## config.mk

```make
export PLATFORM = sky130hd
export DESIGN_NAME = alu8_core
export DESIGN_NICKNAME = d
export VERILOG_FILES = /design/src/rtl/alu8_pkg.sv /design/src/rtl/alu8_addsub.sv /design/src/rtl/alu8_bitops.sv /design/src/rtl/alu8_shifter.sv /design/src/rtl/alu8_decode.sv /design/src/rtl/alu8_core.sv
export SDC_FILE = /design/constraint.sdc
export NUM_CORES = 1
export LEC_CHECK = 0
export ABC_CLOCK_PERIOD_IN_PS = 4050
export BUFFER_PORTS_ARGS = -buffer_cell sky130_fd_sc_hd__buf_4
export CAP_MARGIN = 10
export CORE_MARGIN = 5
export CORE_UTILIZATION = 30
export DETAILED_ROUTE_END_ITERATION = 10
export PLACE_DENSITY = 0.61
export SYNTH_ARGS = -nofsm -noshare
export SYNTH_HDL_FRONTEND = slang
export SYNTH_HIERARCHICAL = 1
export SYNTH_SLANG_ARGS = --single-unit
```

## constraint.sdc

```tcl
create_clock -name vclk -period 4.05
set_input_delay 0.2025 -clock vclk [all_inputs]
set_output_delay 0.2025 -clock vclk [all_outputs]
set_load 0.05 [all_outputs]
```

## src/rtl/alu8_pkg.sv

```systemverilog
package alu8_pkg;

  localparam int NFLAG = 6;
  localparam int FC = 0;
  localparam int FZ = 1;
  localparam int FN = 2;
  localparam int FV = 3;
  localparam int FS = 4;
  localparam int FH = 5;

  localparam logic [NFLAG-1:0] M_ALL   = 6'b111111;
  localparam logic [NFLAG-1:0] M_ZNVS  = 6'b011110;
  localparam logic [NFLAG-1:0] M_ZCNVS = 6'b011111;
  localparam logic [NFLAG-1:0] M_NONE  = 6'b000000;

  typedef enum logic [4:0] {
    OP_ADD  = 5'd0,
    OP_ADC  = 5'd1,
    OP_SUB  = 5'd2,
    OP_SBC  = 5'd3,
    OP_CMP  = 5'd4,
    OP_CPC  = 5'd5,
    OP_NEG  = 5'd6,
    OP_AND  = 5'd7,
    OP_OR   = 5'd8,
    OP_XOR  = 5'd9,
    OP_COM  = 5'd10,
    OP_INC  = 5'd11,
    OP_DEC  = 5'd12,
    OP_LSL  = 5'd13,
    OP_LSR  = 5'd14,
    OP_ROL  = 5'd15,
    OP_ROR  = 5'd16,
    OP_ASR  = 5'd17,
    OP_SWAP = 5'd18
  } alu_op_e;

  typedef enum logic [1:0] {
    GRP_ARITH = 2'd0,
    GRP_BITS  = 2'd1,
    GRP_SHIFT = 2'd2
  } grp_e;

  typedef enum logic [1:0] {
    YSEL_B   = 2'd0,
    YSEL_ONE = 2'd1,
    YSEL_A   = 2'd2
  } ysel_e;

  typedef struct packed {
    grp_e             grp;
    logic             sub;
    logic             xzero;
    ysel_e            ysel;
    logic             cuse;
    logic             zsticky;
    logic [NFLAG-1:0] upd;
    logic             we;
  } ctl_t;

endpackage

```

## src/rtl/alu8_addsub.sv

```systemverilog
module alu8_addsub #(
  parameter int W = 8
) (
  input  logic [W-1:0] x_i,
  input  logic [W-1:0] y_i,
  input  logic         ci_i,
  input  logic         sub_i,
  output logic [W-1:0] r_o,
  output logic         c_o,
  output logic         h_o,
  output logic         v_o
);
  localparam int HW = W / 2;

  logic [W:0]  full;
  logic [HW:0] half;

  always_comb begin
    if (sub_i) begin
      full = {1'b0, x_i} - {1'b0, y_i} - {{W{1'b0}}, ci_i};
      half = {1'b0, x_i[HW-1:0]} - {1'b0, y_i[HW-1:0]} - {{HW{1'b0}}, ci_i};
    end else begin
      full = {1'b0, x_i} + {1'b0, y_i} + {{W{1'b0}}, ci_i};
      half = {1'b0, x_i[HW-1:0]} + {1'b0, y_i[HW-1:0]} + {{HW{1'b0}}, ci_i};
    end
  end

  assign r_o = full[W-1:0];
  assign c_o = full[W];
  assign h_o = half[HW];

  always_comb begin
    if (sub_i)
      v_o = (x_i[W-1] != y_i[W-1]) && (full[W-1] != x_i[W-1]);
    else
      v_o = (x_i[W-1] == y_i[W-1]) && (full[W-1] != x_i[W-1]);
  end

endmodule

```

## src/rtl/alu8_bitops.sv

```systemverilog
module alu8_bitops
  import alu8_pkg::*;
#(
  parameter int W = 8
) (
  input  alu_op_e      op_i,
  input  logic [W-1:0] a_i,
  input  logic [W-1:0] b_i,
  output logic [W-1:0] r_o
);
  localparam int HW = W / 2;

  always_comb begin
    case (op_i)
      OP_AND:  r_o = a_i & b_i;
      OP_OR:   r_o = a_i | b_i;
      OP_XOR:  r_o = a_i ^ b_i;
      OP_COM:  r_o = ~a_i;
      OP_SWAP: r_o = {a_i[HW-1:0], a_i[W-1:HW]};
      default: r_o = a_i;
    endcase
  end

endmodule

```

## src/rtl/alu8_shifter.sv

```systemverilog
module alu8_shifter
  import alu8_pkg::*;
#(
  parameter int W = 8
) (
  input  alu_op_e      op_i,
  input  logic [W-1:0] a_i,
  input  logic         ci_i,
  output logic [W-1:0] r_o,
  output logic         c_o
);
  logic left;
  logic fill;

  always_comb begin
    left = (op_i == OP_LSL) || (op_i == OP_ROL);
    case (op_i)
      OP_ROL, OP_ROR: fill = ci_i;
      OP_ASR:         fill = a_i[W-1];
      default:        fill = 1'b0;
    endcase
    if (left) begin
      r_o = {a_i[W-2:0], fill};
      c_o = a_i[W-1];
    end else begin
      r_o = {fill, a_i[W-1:1]};
      c_o = a_i[0];
    end
  end

endmodule

```

## src/rtl/alu8_decode.sv

```systemverilog
module alu8_decode
  import alu8_pkg::*;
(
  input  alu_op_e op_i,
  output ctl_t    ctl_o
);
  always_comb begin
    ctl_o         = '0;
    ctl_o.grp     = GRP_ARITH;
    ctl_o.ysel    = YSEL_B;
    ctl_o.we      = 1'b1;
    ctl_o.upd     = M_ALL;
    case (op_i)
      OP_ADD: ;
      OP_ADC: ctl_o.cuse = 1'b1;
      OP_SUB: ctl_o.sub  = 1'b1;
      OP_SBC: begin
        ctl_o.sub     = 1'b1;
        ctl_o.cuse    = 1'b1;
        ctl_o.zsticky = 1'b1;
      end
      OP_CMP: begin
        ctl_o.sub = 1'b1;
        ctl_o.we  = 1'b0;
      end
      OP_CPC: begin
        ctl_o.sub     = 1'b1;
        ctl_o.cuse    = 1'b1;
        ctl_o.zsticky = 1'b1;
        ctl_o.we      = 1'b0;
      end
      OP_NEG: begin
        ctl_o.sub   = 1'b1;
        ctl_o.xzero = 1'b1;
        ctl_o.ysel  = YSEL_A;
      end
      OP_INC: begin
        ctl_o.ysel = YSEL_ONE;
        ctl_o.upd  = M_ZNVS;
      end
      OP_DEC: begin
        ctl_o.sub  = 1'b1;
        ctl_o.ysel = YSEL_ONE;
        ctl_o.upd  = M_ZNVS;
      end
      OP_AND, OP_OR, OP_XOR: begin
        ctl_o.grp = GRP_BITS;
        ctl_o.upd = M_ZNVS;
      end
      OP_COM: begin
        ctl_o.grp = GRP_BITS;
        ctl_o.upd = M_ZCNVS;
      end
      OP_SWAP: begin
        ctl_o.grp = GRP_BITS;
        ctl_o.upd = M_NONE;
      end
      OP_LSL, OP_ROL: begin
        ctl_o.grp  = GRP_SHIFT;
        ctl_o.cuse = 1'b1;
        ctl_o.upd  = M_ALL;
      end
      OP_LSR, OP_ROR, OP_ASR: begin
        ctl_o.grp  = GRP_SHIFT;
        ctl_o.cuse = 1'b1;
        ctl_o.upd  = M_ZCNVS;
      end
      default: begin
        ctl_o.grp = GRP_BITS;
        ctl_o.upd = M_NONE;
        ctl_o.we  = 1'b0;
      end
    endcase
  end

endmodule

```

## src/rtl/alu8_core.sv

```systemverilog
module alu8_core
  import alu8_pkg::*;
#(
  parameter int W = 8
) (
  input  logic [4:0]       op_i,
  input  logic [W-1:0]     a_i,
  input  logic [W-1:0]     b_i,
  input  logic [NFLAG-1:0] flags_i,
  output logic [W-1:0]     res_o,
  output logic             res_we_o,
  output logic [NFLAG-1:0] flags_o,
  output logic [NFLAG-1:0] upd_o
);
  localparam int HW = W / 2;

  alu_op_e op;
  ctl_t    ctl;

  logic [W-1:0] ar_x, ar_y, ar_r, bit_r, sh_r;
  logic         ar_ci, ar_c, ar_h, ar_v, sh_c;
  logic         n_c, n_z, n_n, n_v, n_h;
  logic [NFLAG-1:0] n_flags;

  assign op = alu_op_e'(op_i);

  alu8_decode u_dec (
    .op_i  (op),
    .ctl_o (ctl)
  );

  always_comb begin
    ar_x = ctl.xzero ? '0 : a_i;
    case (ctl.ysel)
      YSEL_ONE: ar_y = W'(1);
      YSEL_A:   ar_y = a_i;
      default:  ar_y = b_i;
    endcase
    ar_ci = ctl.cuse & flags_i[FC];
  end

  alu8_addsub #(.W(W)) u_addsub (
    .x_i   (ar_x),
    .y_i   (ar_y),
    .ci_i  (ar_ci),
    .sub_i (ctl.sub),
    .r_o   (ar_r),
    .c_o   (ar_c),
    .h_o   (ar_h),
    .v_o   (ar_v)
  );

  alu8_bitops #(.W(W)) u_bits (
    .op_i (op),
    .a_i  (a_i),
    .b_i  (b_i),
    .r_o  (bit_r)
  );

  alu8_shifter #(.W(W)) u_shift (
    .op_i (op),
    .a_i  (a_i),
    .ci_i (ar_ci),
    .r_o  (sh_r),
    .c_o  (sh_c)
  );

  always_comb begin
    case (ctl.grp)
      GRP_ARITH: begin
        res_o = ar_r;
        n_c   = ar_c;
        n_h   = ar_h;
      end
      GRP_SHIFT: begin
        res_o = sh_r;
        n_c   = sh_c;
        n_h   = a_i[HW-1];
      end
      default: begin
        res_o = bit_r;
        n_c   = 1'b1;
        n_h   = 1'b0;
      end
    endcase
    n_n = res_o[W-1];
    case (ctl.grp)
      GRP_ARITH: n_v = ar_v;
      GRP_SHIFT: n_v = n_n ^ n_c;
      default:   n_v = 1'b0;
    endcase
    n_z = (res_o == '0) && (!ctl.zsticky || flags_i[FZ]);
    n_flags        = '0;
    n_flags[FC]    = n_c;
    n_flags[FZ]    = n_z;
    n_flags[FN]    = n_n;
    n_flags[FV]    = n_v;
    n_flags[FS]    = n_n ^ n_v;
    n_flags[FH]    = n_h;
  end

  assign upd_o    = ctl.upd;
  assign res_we_o = ctl.we;
  assign flags_o  = (flags_i & ~ctl.upd) | (n_flags & ctl.upd);

  // Checks on the merged outputs against the decode and the incoming status
  always_comb begin
    // S follows N xor V when written
    p_s_follows_nv_r12: assert (!upd_o[FS] || (flags_o[FS] == (flags_o[FN] ^ flags_o[FV])))
      else $error("S flag inconsistent");
    // untouched status bits pass through
    p_keep_unmasked_r12: assert (((flags_o ^ flags_i) & ~upd_o) == '0)
      else $error("unmasked flag changed");
    // compares never request write-back
    p_cmp_no_write_r3: assert (!((op == OP_CMP) || (op == OP_CPC)) || !res_we_o)
      else $error("compare wrote result");
    // chained Z can never become set
    p_sticky_z_r4: assert (!((op == OP_SBC) || (op == OP_CPC)) || flags_i[FZ] || !flags_o[FZ])
      else $error("chained zero set from clear");
    // logic operations clear V
    p_logic_v_clear_r5: assert (!((op == OP_AND) || (op == OP_OR) || (op == OP_XOR)) || !flags_o[FV])
      else $error("logic op left V set");
    // increment and decrement keep carry
    p_incdec_keep_c_r7: assert (!((op == OP_INC) || (op == OP_DEC)) || (flags_o[FC] == flags_i[FC]))
      else $error("inc/dec changed C");
    // swap touches no flag
    p_swap_no_flags_r11: assert ((op != OP_SWAP) || (flags_o == flags_i))
      else $error("swap changed flags");
    // non-chained Z reflects the result
    p_zero_flag_r1: assert (!upd_o[FZ] || ctl.zsticky || (flags_o[FZ] == (res_o == '0)))
      else $error("Z mismatch");
  end

endmodule

```

After elaboration in Yosys (flattened, before gate mapping)
Cells that the tools add are included.

storage, ports and cells
  flip-flop bits (word level) = 0
  bits of input ports = 27
  output and inout bits = 21
  word-level logic and storage cells = 84

cells by class
  $add $sub $neg = 8
  equal/unequal tests = 24
  multiplexer cells = 21
  bitwise operators = 11
  reduce and logical (&&, ||, !) cells = 20

operators by type and width
  cell                  number
  $eq A5 B4 Y1 const B  8
  $pmux W8 S5           1
  $pmux W8 S2           2
  $eq A5 B3 Y1 const B  4
  $pmux W6 S3           1
  $reduce_or A9 Y1      2
  $reduce_or A17 Y1     1
  $mux W8               2
  $eq A5 B5 Y1 const B  3
  $and A6 B6 Y6         2
  $eq A5 B2 Y1 const B  2
  $reduce_or A5 Y1      2
  $add A8 B8 Y9         1
  $add A9 B1 Y9         1
  $mux W9               1
  $sub A8 B8 Y9         1
  $sub A9 B1 Y9         1
  $and A8 B8 Y8         1
  $logic_not A8 Y1      1
  $not A8 Y8            1
  $or A8 B8 Y8          1
  $pmux W1 S2           4
  $pmux W2 S2           2
  $reduce_or A8 Y1      1
  24 further kinds      38

Logic depth before layout (Yosys ltp)
Gate-level depths: netlist (run 1).

  word-level depth = 15
  depth in mapped cells = 23
  mapped depth without buffers = 20

Cells and area by module
Netlist (run 1), hierarchy kept.

modules (own cells, without submodules)
  module        times used  cells each  area an instance (um2)  sequential area each (um2)
  alu8_addsub   1           134         996.0                   0.0
  alu8_bitops   1           94          792.0                   0.0
  alu8_core     1           76          560.5                   0.0
  alu8_decode   1           44          320.3                   0.0
  alu8_shifter  1           15          156.4                   0.0

Worst setup path before layout (run 1)
Ideal clock, no wire load.

  path kind = input to output
  from = input op_i[2]
  to = output flags_o[1]
  data arrival time = 5.056 ns
  data required time = 3.848 ns
  slack = -1.208 ns
  cell stages on the path = 19
  buffers on the path = 2
  cells stage by stage = buf_2 > or3b_1 > a21oi_1 > inv_1 > ha_1 > clkbuf_1 > o21ai_0 > fa_1 > fa_1 > nand2_1 > a21oi_1 > o2bb2ai_1 > xor2_1 > a2111oi_0 > mux2i_1 > o21ai_0 > nor4_2 > nand2_1 > a21oi_2

RTL lines
  element          line             RTL
  start, declared  alu8_core.sv:6   input logic [4:0] op_i,
  end, declared    alu8_core.sv:12  output logic [NFLAG-1:0] flags_o,

==> flow_metrics.tcl, run 1 <==
set metrics [dict create \
    status "finished, violations left" \
    violations "setup timing" \
    slew_violations 0 \
    synth_cell_type_count 77 \
    dpl_cell_area_um2 3830 \
    fp.coreArea_um2 9200 \
    crit_arrival_ns 4.13 \
    ys_warn_count 6 \
    fmax_mhz 231 \
    path_class "in -> out" \
    drv_cap 0 \
    period_share 1.07 \
    routabilityCongestion 0.865 \
    hpwl_mm 7.30 \
    crit_slowest_cell "or4_4" \
    syn_nets 433 \
    num_io_pins 48 \
    clkbuf_count 0 \
    insertedDiodeCount 0 \
    start_util 0.307 \
    grt_first_pass_wirelength_mm 15.3 \
    rsz0062_at_grt "yes" \
    wl_per_cell_um 16.1 \
    grt_max_degree 20 \
    die_area_um2 11500 \
    cp-end-kind "output port" \
    slew_headroom 0.512 \
    num-fill-cells 910 \
    syn_avg_cell_area_um2 7.78 \
    fin_nets 537 \
    track_usage 0.159 \
    tns_ns -1.16 \
    drive_gt1_frac 0.480 \
    grt_antenna_before_repair 0 \
    postLayoutCellArea_um2 4230 \
    hold_viol_final 0 \
    drt.antenna.violating_nets 0 \
    route.detailed.drc 0 \
    row_count 35 \
    dp_slack_ns -0.430 \
    power_mw 0.845 \
    cp_cell_sequence "buf_6 > or3b_1 > a21oi_2 > inv_2 > ha_4 > nor2b_4 > buf_4 > a22o_4 > ha_4 > inv_1 > ha_4 > or4_4 > buf_6 > a211o_1 > a22oi_2 > nor2_1 > a211oi_2 > xnor2_2 > a21oi_4 > buf_6" \
    port_buffers 48 \
    hold_buffers 0 \
    die_h_um 107 \
    dpl.cell_count 566 \
    vias_per_cell 5.19 \
    ir_drop_v 0.000158 \
    setup-violations-final 5 \
    yosysSeqAreaShare 0 \
    grt_overflow_total 0 \
    fin_ws_ns -0.280 \
    hp-class "in -> out" \
    fin_cells 576 \
    dr.pass1.iters 4 \
    vias 2991 \
    drt_iter0_markers 158 \
    critical_path_required_ns 3.85 \
    power_density_nw_per_um2 200 \
    die-width_um 107 \
    cp-start-kind "input port" \
    whs_ns 0.760 \
    tightest_slew_ns 0.730 \
    register_area_um2 0 \
    grt_pass1_vias 3098 \
    synthToLayoutAreaGrowth_pct 49.8 \
    routed_wl_mm 9.25 \
    path_max_fanout 7 \
    min_period_ns 4.33 \
    post-route-util 0.460 \
    critical_path.max_stage_delay_ns 0.54 \
    seq_cell_count 0 \
    p_leak_nw 1.92 \
    synthCells 363 \
    netlist_area_um2 2830 \
]
report_power, final:
group          internal, mW  switching (mW)
registers                 0               0
logic                 0.393           0.452
clock network             0               0
total                 0.393           0.452
cells by family (layout without fill, tap and decap cells):
| logic type | Yosys count | count (layout) | synth area share |
|---|---|---|---|
| and+or+nand+nor | 95 | 95 | 0.215 |
| AOI/OAI and AO/OA | 91 | 91 | 0.244 |
| buffers and inverters | 80 | 182 | 0.147 |
| adders and majority gates | 43 | 43 | 0.201 |
| muxes | 39 | 39 | 0.146 |
| xor gates and xnor gates | 15 | 15 | 0.0465 |
critical path: cells and delay by family:
family,cells,cell delay (ns)
AOI/OAI and AO/OA,6,1.25
xor gates and xnor gates,1,0.11
adders and majority gates,3,0.83
buffers and inverters,6,0.66
and+or+nand+nor,4,1.07
worst paths after layout:
check | from | end | slack [ns] | cells past startpoint
min | flags_i[2] | flags_o[2] | 0.76 | 3
max | op_i[1] | flags_o[4] | -0.28 | 20
per-layer routing:
| metal | part of all wire | wire length [um] | track usage |
|---|---|---|---|
| met1 | 0.47 | 4360 | 0.231 |
| met2 | 0.47 | 4390 | 0.274 |
| met3 | 0.053 | 491 | 0.00482 |
| met4 | 0.0019 | 18 | 0.00639 |
| met5 | 0 | 0 | 0 |
what timing repair did:
action / 4_1_cts / 5_1_grt
setup buffers: 6 / 6
resized for setup: 52 / 22
gates cloned: 0 / 0
pin swaps: 30 / 32
endpoints found under the setup margin: 7 / 8
Yosys cell counts (all sizes together) (3+ instances only):
cell type  instances  area, um2
mux2i             21        210
nand2             25        101
inv               54        203
xor2               3       26.3
ha                39        488
nand4b             4       56.3
a211o              3       26.3
a221oi             8       76.3
a21oi             15       78.8
o21ai             21        109
a211oi             4       40.0
clkbuf             5       41.3
nor2              16       60.1
fa                 4       80.1
o31ai              4       35.0
xnor2             12        105
o2bb2ai            3       26.3
nor4               4       37.5
a22o               6       52.6
buf               20        169
or4b               3       37.5
nor2b             14       87.6
o32ai              5       43.8
mux2              18        203
o211ai             4       35.0
final cells by class:
cell class,instances,area (um2),share of cell area
Inverter,55,211,0.0500
Multi-Input combinational cell,283,2850,0.672
Tap cell,111,139,0.0328
Timing Repair Buffer,127,1040,0.245
cell usage in the layout, fill, tap and decap left out, types with 7 or more instances in the layout:
master | synthesis | final
ha_4 | 0 | 12
nor2_1 | 16 | 15
nand2_1 | 24 | 17
nor2b_1 | 14 | 12
buf_4 | 5 | 110
mux2_2 | 12 | 11
a221oi_1 | 7 | 7
ha_1 | 39 | 27
buf_6 | 5 | 12
xnor2_1 | 12 | 11
inv_1 | 54 | 48
o21ai_1 | 7 | 7
mux2i_1 | 21 | 20
a21oi_1 | 14 | 8
(Power assumes the default switching activity.)
==> run 2: changes to the inputs <==
Settings changed: ABC_AREA set to 1, ABC_CLOCK_PERIOD_IN_PS 4050 to unset, PLACE_DENSITY 0.61 to 0.51.
==> run 2 against run 1 <==
The run now ends clean. Non-clock buffer count fell by 43. Global-route usage fell by 0.19 points. Sequential share of layout area unchanged. Total power shrank 9.5%. Critical path type unchanged. Largest cell class unchanged. Highest routed layer unchanged.
==> flow_metrics.tcl, run 2 <==
set metrics [dict create \
    period_share 0.946 \
    power_frac_clock 0 \
    yosysSeqAreaShare 0 \
    track_usage 0.157 \
    grt_overflow_total 0 \
    drt.antenna.violating_nets 0 \
    vias 3648 \
    synthMuxAreaShare 0 \
    ir_drop_v 0.0000985 \
    num_io_pins 48 \
    grt_max_degree 18 \
    intPower_mw 0.280 \
    fin_nets 700 \
    synth-adder-area-share 0.187 \
    routed_wl_mm 10.1 \
    syn_avg_cell_area_um2 5.46 \
    fmax_mhz 261 \
    ys_warn_count 6 \
    cp-end-kind "output port" \
    min_period_ns 3.83 \
    synth.area.top_cells "nand2_1, ha_1, inv_1" \
    grt_first_pass_wirelength_mm 16.7 \
    power_density_nw_per_um2 196 \
    synth_xor_area_frac 0.0173 \
    status "finished, final reports clean" \
    hpwl_mm 8.33 \
    yosysTopAreaCell "nand2_1" \
    power_mw 0.765 \
    die_area_um2 12200 \
    setup-violations-final 0 \
    critical_path_required_ns 3.85 \
    seq_power_share 0 \
    wl_per_cell_um 13.3 \
    mostFrequentLayoutCell "nand2_1" \
    synth.most_common_cell "nand2_1" \
    synth_cell_type_count 35 \
    p_leak_nw 2.28 \
    cp-start-kind "input port" \
    path_class "in -> out" \
    grt_antenna_before_repair 0 \
    crit_arrival_ns 3.63 \
    port_buffers 48 \
    whs_path_depth 4 \
    insertedDiodeCount 0 \
    register_area_um2 0 \
    drive_gt1_frac 0.280 \
    row_count 36 \
    hold_viol_final 0 \
    dr.pass1.iters 5 \
    clkbuf_count 0 \
    drv_cap 0 \
    synthToLayoutAreaGrowth_pct 28.8 \
    synth_common_cells "nand2_1, inv_1, nand3_1" \
    synth-compound-area-share 0.103 \
    synthCells 556 \
    comb_power_share 1.000 \
    switching_share 0.634 \
    synth_top_family_by_area "simple AND/OR/NAND/NOR gates" \
    vias_per_cell 4.79 \
    hp-class "in -> out" \
    syn_nets 626 \
    path_max_fanout 6 \
    die-width_um 111 \
    mostFrequentLayoutCells "nand2_1, inv_1, buf_4" \
    slew_violations 0 \
    fp.coreArea_um2 9820 \
    synth.top_cell.area_share 0.163 \
    start_util 0.309 \
    p_sw_mw 0.485 \
    slew_headroom 0.539 \
    grt_pass1_vias 3516 \
    yosys.area_share.simple 0.500 \
    netlist_area_um2 3040 \
    die_h_um 111 \
    seq_cell_count 0 \
    tightest_slew_ns 0.689 \
    drt_iter0_markers 237 \
    route.detailed.drc 0 \
    whs_ns 0.744 \
    routabilityCongestion 0.879 \
]
-- run 2: changes by cell type after synthesis, sizes merged, moves of 19 or more --
cell	before	now
nand2	25	142
mux2i	21	0
nand4	2	21
nor2	16	78
inv	54	129
nand3	1	65
-- run 2: per-layer routing --
layer | part of all wire | GRT usage
met1 | 0.46 | 0.218
met2 | 0.48 | 0.278
met3 | 0.041 | 0.00109
met4 | 0.015 | 0.0238
met5 | 0 | 0
-- run 2: what timing repair did --
| action | 4_1_cts | 5_1_grt |
|---|---|---|
| buffers inserted | 0 | 3 |
| hold buffers | 0 | 0 |
| pin swaps | 0 | 10 |
| resized for setup | 1 | 44 |
| setup endpoints to repair | 1 | 6 |
-- run 2: cell type report --
cell class / count / area, um2
Fill cell: 1151 / 5910
Inverter: 129 / 492
Multi-Input combinational cell: 415 / 2620
Tap cell: 133 / 166
Timing Repair Buffer: 84 / 638
-- run 2: cells by family (layout without fill, tap and decap cells) --
kind of cell | Yosys count | in the layout
xor gates and xnor gates | 6 | 6
buffers and inverters | 141 | 213
adders and majority gates | 43 | 43
AOI/OAI and AO/OA | 52 | 52
and+or+nand+nor | 314 | 314
-- run 2: stage by stage --
stage	cells	TNS (ns)	setup slack (ns)	util	instance area, um2
after floorplan	556	0	0.0519	-	3040
after global placement	758	0	0.0210	0.379	3720
after detailed placement	758	-0.0495	-0.0495	0.379	3720
after CTS	758	0	0.0259	0.379	3720
after global routing	761	-0.0311	-0.0259	0.398	3910
final	761	0	0.218	0.398	3910
-- run 2: critical path: stages --
cell and delay, ns:
buf_4 0.11, nand2_1 0.09, nor2_2 0.15, nand2_1 0.09, nand2_2 0.09, inv_1 0.07
ha_4 0.26, buf_4 0.15, nand2_1 0.05, o21ai_1 0.05, buf_4 0.15, ha_1 0.31
inv_2 0.06, ha_4 0.25, inv_2 0.06, o21bai_2 0.08, o21bai_2 0.20, xor2_1 0.14
nand2_1 0.06, nand2_1 0.08, inv_1 0.06, nor2_1 0.05, nor3_2 0.21, nand2_1 0.09
nor2_2 0.10, nand2_1 0.08, a21oi_2 0.14, buf_6 0.18
-- run 2: power by group through the flow --
stage	registers, mW	logic, mW	clock network (mW)
2_1_floorplan	0	0.490	0
3_5_place_dp	0	0.714	0
5_1_grt	0	0.840	0
4_1_cts	0	0.717	0
3_3_place_gp	0	0.713	0
6_report	0	0.765	0
-- run 2: worst paths after layout --
path,start,end,slack [ns]
max,op_i[0],flags_o[1],0.22
min,flags_i[4],flags_o[4],0.74
